`src/rtl/gpio_pkg.sv`:
```
package gpio_pkg;
  localparam int unsigned PORT_W = 32;
  localparam int unsigned LANES  = PORT_W / 8;
  localparam int unsigned N_LEG  = 2;

  typedef enum logic [2:0] {
    FR_DIR  = 3'd0,
    FR_MASK = 3'd1,
    FR_PIN  = 3'd2,
    FR_SET  = 3'd3,
    FR_CLR  = 3'd4
  } fast_reg_e;

  typedef enum logic [2:0] {
    LR_PIN = 3'd0,
    LR_SET = 3'd1,
    LR_DIR = 3'd2,
    LR_CLR = 3'd3,
    LR_SEL = 3'd4
  } leg_reg_e;

  function automatic logic [PORT_W-1:0] lane_bits(input logic [LANES-1:0] be);
    logic [PORT_W-1:0] m;
    for (int b = 0; b < LANES; b++) m[b*8 +: 8] = {8{be[b]}};
    return m;
  endfunction
endpackage

```
`src/rtl/gpio_sync.sv`:
```
module gpio_sync #(
  parameter int unsigned W = 32
) (
  input  logic         clk_i,
  input  logic         rst_ni,
  input  logic [W-1:0] d_i,
  output logic [W-1:0] q_o
);
  logic [W-1:0] s1_q, s2_q;

  always_ff @(posedge clk_i or negedge rst_ni) begin
    if (!rst_ni) begin
      s1_q <= '0;
      s2_q <= '0;
    end else begin
      s1_q <= d_i;
      s2_q <= s1_q;
    end
  end

  assign q_o = s2_q;
endmodule

```
`src/rtl/gpio_fast_port.sv`:
```
module gpio_fast_port
  import gpio_pkg::*;
(
  input  logic              clk_i,
  input  logic              rst_ni,
  input  logic              wr_i,
  input  logic [2:0]        reg_i,
  input  logic [LANES-1:0]  be_i,
  input  logic [PORT_W-1:0] wdata_i,
  input  logic [PORT_W-1:0] pin_i,
  output logic [PORT_W-1:0] dir_o,
  output logic [PORT_W-1:0] out_o,
  output logic [PORT_W-1:0] mask_o,
  output logic [PORT_W-1:0] rdata_o
);
  logic [PORT_W-1:0] dir_q, out_q, mask_q;
  logic [PORT_W-1:0] lane_m, wr_m;

  assign lane_m = lane_bits(be_i);
  assign wr_m   = lane_m & ~mask_q;

  always_ff @(posedge clk_i or negedge rst_ni) begin
    if (!rst_ni) begin
      dir_q  <= '0;
      out_q  <= '0;
      mask_q <= '0;
    end else if (wr_i) begin
      case (reg_i)
        FR_DIR:  dir_q  <= (dir_q & ~lane_m) | (wdata_i & lane_m);
        FR_MASK: mask_q <= (mask_q & ~lane_m) | (wdata_i & lane_m);
        FR_PIN:  out_q  <= (out_q & ~wr_m) | (wdata_i & wr_m);
        FR_SET:  out_q  <= out_q | (wdata_i & wr_m);
        FR_CLR:  out_q  <= out_q & ~(wdata_i & wr_m);
        default: ;
      endcase
    end
  end

  always_comb begin
    case (reg_i)
      FR_DIR:  rdata_o = dir_q;
      FR_MASK: rdata_o = mask_q;
      FR_PIN:  rdata_o = pin_i & ~mask_q;
      FR_SET:  rdata_o = out_q;
      default: rdata_o = '0;
    endcase
  end

  assign dir_o  = dir_q;
  assign out_o  = out_q;
  assign mask_o = mask_q;
endmodule

```
`src/rtl/gpio_legacy_port.sv`:
```
module gpio_legacy_port
  import gpio_pkg::*;
(
  input  logic              clk_i,
  input  logic              rst_ni,
  input  logic              wr_i,
  input  logic [2:0]        reg_i,
  input  logic [PORT_W-1:0] wdata_i,
  input  logic [PORT_W-1:0] pin_i,
  output logic [PORT_W-1:0] dir_o,
  output logic [PORT_W-1:0] out_o,
  output logic [PORT_W-1:0] rdata_o
);
  logic [PORT_W-1:0] dir_q, out_q;

  always_ff @(posedge clk_i or negedge rst_ni) begin
    if (!rst_ni) begin
      dir_q <= '0;
      out_q <= '0;
    end else if (wr_i) begin
      case (reg_i)
        LR_SET:  out_q <= out_q | wdata_i;
        LR_CLR:  out_q <= out_q & ~wdata_i;
        LR_DIR:  dir_q <= wdata_i;
        default: ;
      endcase
    end
  end

  always_comb begin
    case (reg_i)
      LR_PIN:  rdata_o = pin_i;
      LR_SET:  rdata_o = out_q;
      LR_DIR:  rdata_o = dir_q;
      default: rdata_o = '0;
    endcase
  end

  assign dir_o = dir_q;
  assign out_o = out_q;
endmodule

```
`src/rtl/gpio_dual_path.sv`:
```
module gpio_dual_path
  import gpio_pkg::*;
#(
  parameter int unsigned N_PORTS = 5,
  localparam int unsigned PIDX_W = 3,
  localparam int unsigned PADS   = N_PORTS * PORT_W
) (
  input  logic              clk_i,
  input  logic              rst_ni,
  input  logic              fbus_req_i,
  input  logic              fbus_we_i,
  input  logic [PIDX_W-1:0] fbus_port_i,
  input  logic [2:0]        fbus_reg_i,
  input  logic [LANES-1:0]  fbus_be_i,
  input  logic [PORT_W-1:0] fbus_wdata_i,
  output logic [PORT_W-1:0] fbus_rdata_o,
  input  logic              lbus_req_i,
  input  logic              lbus_we_i,
  input  logic              lbus_port_i,
  input  logic [2:0]        lbus_reg_i,
  input  logic [PORT_W-1:0] lbus_wdata_i,
  output logic [PORT_W-1:0] lbus_rdata_o,
  input  logic [PADS-1:0]   pad_in_i,
  output logic [PADS-1:0]   pad_oe_o,
  output logic [PADS-1:0]   pad_out_o
);
  logic [PADS-1:0]   pin_s;
  logic [PORT_W-1:0] f_dir [N_PORTS];
  logic [PORT_W-1:0] f_out [N_PORTS];
  logic [PORT_W-1:0] f_msk [N_PORTS];
  logic [PORT_W-1:0] f_rd  [N_PORTS];
  logic [PORT_W-1:0] l_dir [N_LEG];
  logic [PORT_W-1:0] l_out [N_LEG];
  logic [PORT_W-1:0] l_rd  [N_LEG];
  logic [N_LEG-1:0]  sel_fast_q;
  logic              l_sel_acc;
  logic [PORT_W-1:0] f_rd_mux, l_rd_mux;

  gpio_sync #(.W(PADS)) u_sync (
    .clk_i (clk_i),
    .rst_ni(rst_ni),
    .d_i   (pad_in_i),
    .q_o   (pin_s)
  );

  assign l_sel_acc = (lbus_reg_i == LR_SEL);

  for (genvar p = 0; p < N_PORTS; p++) begin : g_port
    logic f_wr;
    assign f_wr = fbus_req_i & fbus_we_i & (fbus_port_i == PIDX_W'(p));

    gpio_fast_port u_fast (
      .clk_i  (clk_i),
      .rst_ni (rst_ni),
      .wr_i   (f_wr),
      .reg_i  (fbus_reg_i),
      .be_i   (fbus_be_i),
      .wdata_i(fbus_wdata_i),
      .pin_i  (pin_s[p*PORT_W +: PORT_W]),
      .dir_o  (f_dir[p]),
      .out_o  (f_out[p]),
      .mask_o (f_msk[p]),
      .rdata_o(f_rd[p])
    );

    if (p < N_LEG) begin : g_leg
      logic l_wr;
      assign l_wr = lbus_req_i & lbus_we_i & ~l_sel_acc & (lbus_port_i == 1'(p));

      gpio_legacy_port u_leg (
        .clk_i  (clk_i),
        .rst_ni (rst_ni),
        .wr_i   (l_wr),
        .reg_i  (lbus_reg_i),
        .wdata_i(lbus_wdata_i),
        .pin_i  (pin_s[p*PORT_W +: PORT_W]),
        .dir_o  (l_dir[p]),
        .out_o  (l_out[p]),
        .rdata_o(l_rd[p])
      );

      assign pad_oe_o[p*PORT_W +: PORT_W]  = sel_fast_q[p] ? f_dir[p] : l_dir[p];
      assign pad_out_o[p*PORT_W +: PORT_W] = sel_fast_q[p] ? f_out[p] : l_out[p];
    end else begin : g_fast_only
      assign pad_oe_o[p*PORT_W +: PORT_W]  = f_dir[p];
      assign pad_out_o[p*PORT_W +: PORT_W] = f_out[p];
    end
  end

  always_ff @(posedge clk_i or negedge rst_ni) begin
    if (!rst_ni) sel_fast_q <= '0;
    else if (lbus_req_i && lbus_we_i && l_sel_acc) sel_fast_q <= lbus_wdata_i[N_LEG-1:0];
  end

  always_comb begin
    f_rd_mux = '0;
    for (int i = 0; i < N_PORTS; i++)
      if (fbus_port_i == PIDX_W'(i)) f_rd_mux = f_rd[i];
  end

  always_comb begin
    if (l_sel_acc) l_rd_mux = {{(PORT_W-N_LEG){1'b0}}, sel_fast_q};
    else           l_rd_mux = l_rd[lbus_port_i];
  end

  always_ff @(posedge clk_i or negedge rst_ni) begin
    if (!rst_ni) begin
      fbus_rdata_o <= '0;
      lbus_rdata_o <= '0;
    end else begin
      if (fbus_req_i && !fbus_we_i) fbus_rdata_o <= f_rd_mux;
      if (lbus_req_i && !lbus_we_i) lbus_rdata_o <= l_rd_mux;
    end
  end
endmodule

```
`config.mk`:
```
export PLATFORM = sky130hd
export DESIGN_NAME = gpio_dual_path
export DESIGN_NICKNAME = d
export VERILOG_FILES = /design/src/rtl/gpio_pkg.sv /design/src/rtl/gpio_sync.sv /design/src/rtl/gpio_fast_port.sv /design/src/rtl/gpio_legacy_port.sv /design/src/rtl/gpio_dual_path.sv
export SDC_FILE = /design/constraint.sdc
export NUM_CORES = 2
export LEC_CHECK = 0
export BUFFER_PORTS_ARGS = -buffer_cell sky130_fd_sc_hd__buf_2
export CAP_MARGIN = 25
export CORE_AREA = 2 2 290 292
export DETAILED_ROUTE_END_ITERATION = 8
export DIE_AREA = 0 0 292 294
export PLACE_DENSITY = 0.73
export SYNTH_ARGS = -nofsm -noshare
export SYNTH_HDL_FRONTEND = slang
export SYNTH_SLANG_ARGS = --single-unit
```
`constraint.sdc`:
```
create_clock -name clk_i -period 1.9 [get_ports clk_i]
set_input_delay 0.19 -clock clk_i [delete_from_list [all_inputs] [get_ports clk_i]]
set_output_delay 0.19 -clock clk_i [all_outputs]
set_load 0.03 [all_outputs]
```
# Word-level counts from Yosys, hierarchy flattened
# Cells that the tools add are included.
# Widths: inputs -> output; s select.
[op_classes]
order_cmp = 1
n_eq_ne = 12
muxes = 27
bitwise = 90
n_reduce_logical = 30
[op_table]
columns = ["operator", "n"]
rows = [
  ["$and 32x32->32", 38],
  ["$or 32x32->32", 22],
  ["$pmux 32 s3", 7],
  ["$pmux 32 s4", 5],
  ["$not 32->32", 17],
  ["$mux 32", 13],
  ["$pmux 32 s2", 2],
  ["$reduce_and 2->1", 19],
  ["$eq 3x2->1 const B", 6],
  ["$and 1x1->1", 10],
  ["$eq 3x1->1 const B", 3],
  ["$eq 3x3->1 const B", 3],
  ["$logic_not 3->1", 3],
  ["$logic_and 1x1->1", 4],
  ["$reduce_bool 3->1", 1],
  ["$ge 2x2->1 const B", 1],
  ["$logic_not 1->1", 2],
  ["$not 1->1", 2],
  ["$not 1->2", 1],
  ["$reduce_bool 2->1", 1],
]
[word_totals]
regBits = 994

# Depth between registers and ports, before layout
[depth]
word_depth = 8
ltp_mapped = 10
depth_no_buf = 6

# Modules after synthesis
# Synthesis repeated with hierarchy kept, for this count alone.
[unflattened]
hier_cells = 3903
hier_area_um2 = 49725.2
[by_module_without_submodules]
columns = ["module", "n_inst", "cells_each", "area_each_um2"]
rows = [
  ["gpio_fast_port", 5, 455, 5684.2],
  ["gpio_sync", 1, 320, 8007.7],
  ["gpio_legacy_port", 2, 355, 3738.6],
  ["gpio_dual_path", 1, 598, 5819.3],
]

# Least setup slack after synthesis
# Ideal clock, no wire load.
[synth_path]
path_type = "input -> register"
startpoint = "in fbus_port_i[2]"
endpoint = "reg g_port[1].u_fast.out_q[18]"
setup_time_ns = 0.132
arrival_time_ns = 1.797
required_time_ns = 1.768
setup_slack_ns = -0.030
cell_stages = 8
path_cell_list = "buf_2 > or3b_1 > clkbuf_1 > a211oi_4 > nand2_2 > or2_4 > o31ai_1 > o31ai_1"
[synth_between]
elab_chain_len = 3
[synth_lines]
columns = ["item", "line_no", "rtl"]
rows = [
  ["from (decl)", "gpio_dual_path.sv:12", "input logic [PIDX_W-1:0] fbus_port_i,"],
  ["$eq 3x1->1", "gpio_dual_path.sv:50", "assign f_wr = fbus_req_i & fbus_we_i & (fbus_port_i == PIDX_W'(p));"],
  ["$and 1x1->1", "gpio_dual_path.sv:50", ""],
  ["$reduce_and 2->1 (no line)", "-", ""],
  ["to (signal assigned)", "gpio_fast_port.sv:31", "FR_PIN: out_q <= (out_q & ~wr_m) | (wdata_i & wr_m);"],
  ["to (signal assigned)", "gpio_fast_port.sv:32", "FR_SET: out_q <= out_q | (wdata_i & wr_m);"],
  ["to (signal assigned)", "gpio_fast_port.sv:33", "FR_CLR: out_q <= out_q & ~(wdata_i & wr_m);"],
  ["to (decl)", "gpio_fast_port.sv:16", "logic [PORT_W-1:0] dir_q, out_q, mask_q;"],
]
# Every way passes these cells.
# A chain may end at the register's enable or synchronous reset.

# Worst setup path in the final report
[layout_path]
startpoint = "reg sel_fast_q[0]"
endpoint = "out pad_out_o[16]"
[layout_between]
elab_chain_len = 1
[layout_lines]
columns = ["item", "line_no", "rtl"]
rows = [
  ["from (decl)", "gpio_dual_path.sv:35", "logic [N_LEG-1:0] sel_fast_q;"],
  ["from (signal assigned)", "gpio_dual_path.sv:92", "else if (lbus_req_i && lbus_we_i && l_sel_acc) sel_fast_q <= lbus_wdata_i[N_LEG-1:0];"],
  ["$mux 32", "gpio_dual_path.sv:83", "assign pad_out_o[p*PORT_W +: PORT_W] = sel_fast_q[p] ? f_out[p] : l_out[p];"],
  ["to (decl)", "gpio_dual_path.sv:25", "output logic [PADS-1:0] pad_out_o"],
]
# Every way passes these cells.

==> impl_metrics.ini <==
[sta]
tightest_slew_ns = 0.649
rsz0062_at_grt = true
hold_viol = 0
slew_viol_final = 0
clock_skew_ns = 0.0255
fin_crit_ns = 2.23
setup_viol = 131
layout_setup_ws_ns = -0.326
relSlewSlack = 0.567
fin_crit_sh = 1.17
setup_tns_ns = -31.65
fmax_ghz = 0.449

[logic_synthesis]
async_flop_share = 1.00
syn_inst = 3977
synth_top_area_cell = dfrtp_1
yosysUniqueCellTypes = 70
synth.most_common_cell = dfrtp_1
syn-num-nets = 4221
syn-cell-area_sq_um = 45100
yosys-top-cells-count = 994 x dfrtp_1, 490 x nand2_1, 447 x mux2_2
ys_ff_latch = 994
synth_edf_count = 0
ys_top_cells_by_area = dfrtp_1 55%, mux2_2 11%, nand2_1 4.1%
synth_top_area_frac = 0.551
synth_warnings = 0
yosysSeqAreaShare = 0.551
syn_area_per_cell_sq_um = 11.3
ys.flop_type = dfrtp_1

[floorplanning]
core_sq_um = 82900
start_util = 0.544
num_io_pins = 628
die_height_um = 294
row_count = 106
dieArea_sq_um = 85800
die_w_um = 292

[outcome]
violations = negative setup slack
status = finished with violations

[route]
wire_per_inst_um = 31.5
drt_wl_total_um = 194000
ant_nets = 0
drtIter0Drc = 4962
vias = 40470
vias_per_cell = 6.59
drc = 0
drt_pass1_iterations = 6

[global_route]
grt_overflow = 0
grt_pass1_wl_um = 270000
antenna_found_initial = 15
track_usage = 0.434
grt_pass1_vias = 39871
grt_max_degree = 85

[cts]
cts_tree = yes
cts.sinks = 994
cts_buffers = 105
root_buffer = clkbuf_16
path_clk_slew_ns = 0.07
clk_path_buf_depth = 3
htree_levels = 3
clk_latency_ns = 0.69

[cells_and_area]
fin_cells = 6145
area_growth_pct = 31.4
nets = 5211
drive_above_1_share = 0.368

[setup_path]
r2r_slack_ns = -0.09
timing.rr.start = u_sync.q_o[19]
worstPathRequired_ns = 1.71
worst_setup_path_end_kind = output pin
worstPathArrival_ns = 2.04
r2r_end = fbus_rdata_o[19]
r2r_cells = 5
cp-endpoint = pad_out_o[16]
setup.worst_path.start_class = flop
critical_path_class = reg -> out
critPathMaxFanout = 7
crit_start = sel_fast_q[0]

[power]
ir_drop_mv = 0.863
leakage_nw = 27.8
power.density_nw_per_um2 = 1030

[placed_design]
place_ws_ns = -0.565
gp_congestion = 0.992
port_buffers = 627
dp_hpwl_um = 134000
post-place-cells = 5693

[run]
drv_cap = 0

[hold_path]
hp-class = in -> reg
## stage by stage
stage | instance area, sq um | util | power [mW] | hold WS (ns)
floorplan | 45100 | - | 31.6 | -0.106
global placement | 51800 | 0.625 | 35.9 | 0.169
detailed placement | 51800 | 0.625 | 36.1 | 0.172
CTS | 58400 | 0.705 | 59.2 | 0.00305
global route | 59200 | 0.715 | 62.2 | 0.0372
finish | 59300 | 0.715 | 60.8 | 0.0338
## area by class of cell
type,instances,area [sq um]
sequential,994,24900
fill,5763,23600
multi-input combinational,2482,18000
timing repair buffer,1344,11100
clock buffer,133,2890
tap,1080,1350
clock inverter,64,820
inverter,40,150
antenna,8,20.0
## logic make-up after synthesis
logic type / count (synthesis) / synth area share
buffers and inverters: 501 / 0.0596
multiplexers: 529 / 0.143
AO/OA/AOI/OAI: 1009 / 0.149
AND/OR/NAND/NOR: 944 / 0.0967
flip-flops: 994 / 0.551
## layer usage
metal | GRT usage | up-vias | wire [um]
met5 | 0 | - | 80
met1 | 0.516 | 20011 | 65900
met2 | 0.691 | 3125 | 88600
met3 | 0.0972 | 1021 | 20500
li1 | - | 16299 | -
met4 | 0.331 | 14 | 18700
## how the worst min path moves through the flow
stage,startpoint,to,depth (start not counted)
2_1_floorplan,rst_ni,async pin,0
6_report,fbus_wdata_i[31],g_port[1].u_fast.out_o[31],3
5_1_grt,fbus_wdata_i[31],g_port[1].u_fast.out_o[31],3
3_5_place_dp,rst_ni,u_sync.s1_q[155],1
4_1_cts,fbus_wdata_i[6],g_port[2].u_fast.out_o[6],3
3_3_place_gp,rst_ni,u_sync.q_o[155],1
## critical path, stage by stage, from the launching register on
cell,delay (ns)
dfrtp_2,0.45
buf_6,0.16
buf_12,0.18
mux2_4,0.38
buf_6,0.16
## placed cells by master, fill, tap and decap left out, types with 13 or more instances in the layout
master,Yosys,routed
nor2b_1,60,58
o31ai_1,222,222
nand2b_1,17,16
nand3_1,81,81
a22o_1,19,18
mux2_2,447,360
a21oi_1,158,157
clkinv_2,0,23
buf_12,0,93
mux2_4,0,87
a221o_1,15,15
clkbuf_16,0,114
nand3b_1,60,60
inv_1,39,38
mux2i_1,35,35
dfrtp_1,994,990
nor2_1,151,148
buf_2,46,519
o41ai_1,15,15
clkbuf_1,195,13
mux4_2,47,47
buf_6,0,90
dlygate4sd3_1,0,222
buf_4,200,400
clkbuf_8,0,15
bufinv_16,0,16
nor3b_1,31,29
a31oi_1,30,29
nand2_1,490,489
o21ai_0,293,290
a221oi_1,47,46
a32o_1,31,31
a22oi_1,98,94
## what timing repair did
item | CTS | global route
hold buffers | 221 | 1
resized for setup | 176 | 172
endpoints found under the hold margin | 872 | 1
buffers inserted | 6 | 6
pin swaps | 2 | 12
cloned | 3 | 11
endpoints found under the setup margin | 134 | 138
## where the power goes
part           internal, mW  total (mW)  leakage, nW  switching (mW)
Clock                  13.0        22.3         1.81            9.22
Combinational          5.52        13.4         13.3            7.90
Sequential             23.0        25.1         12.7            2.06
Total                  41.6        60.8         27.8            19.2
No activity file was read; power rests on OpenSTA's default activity.
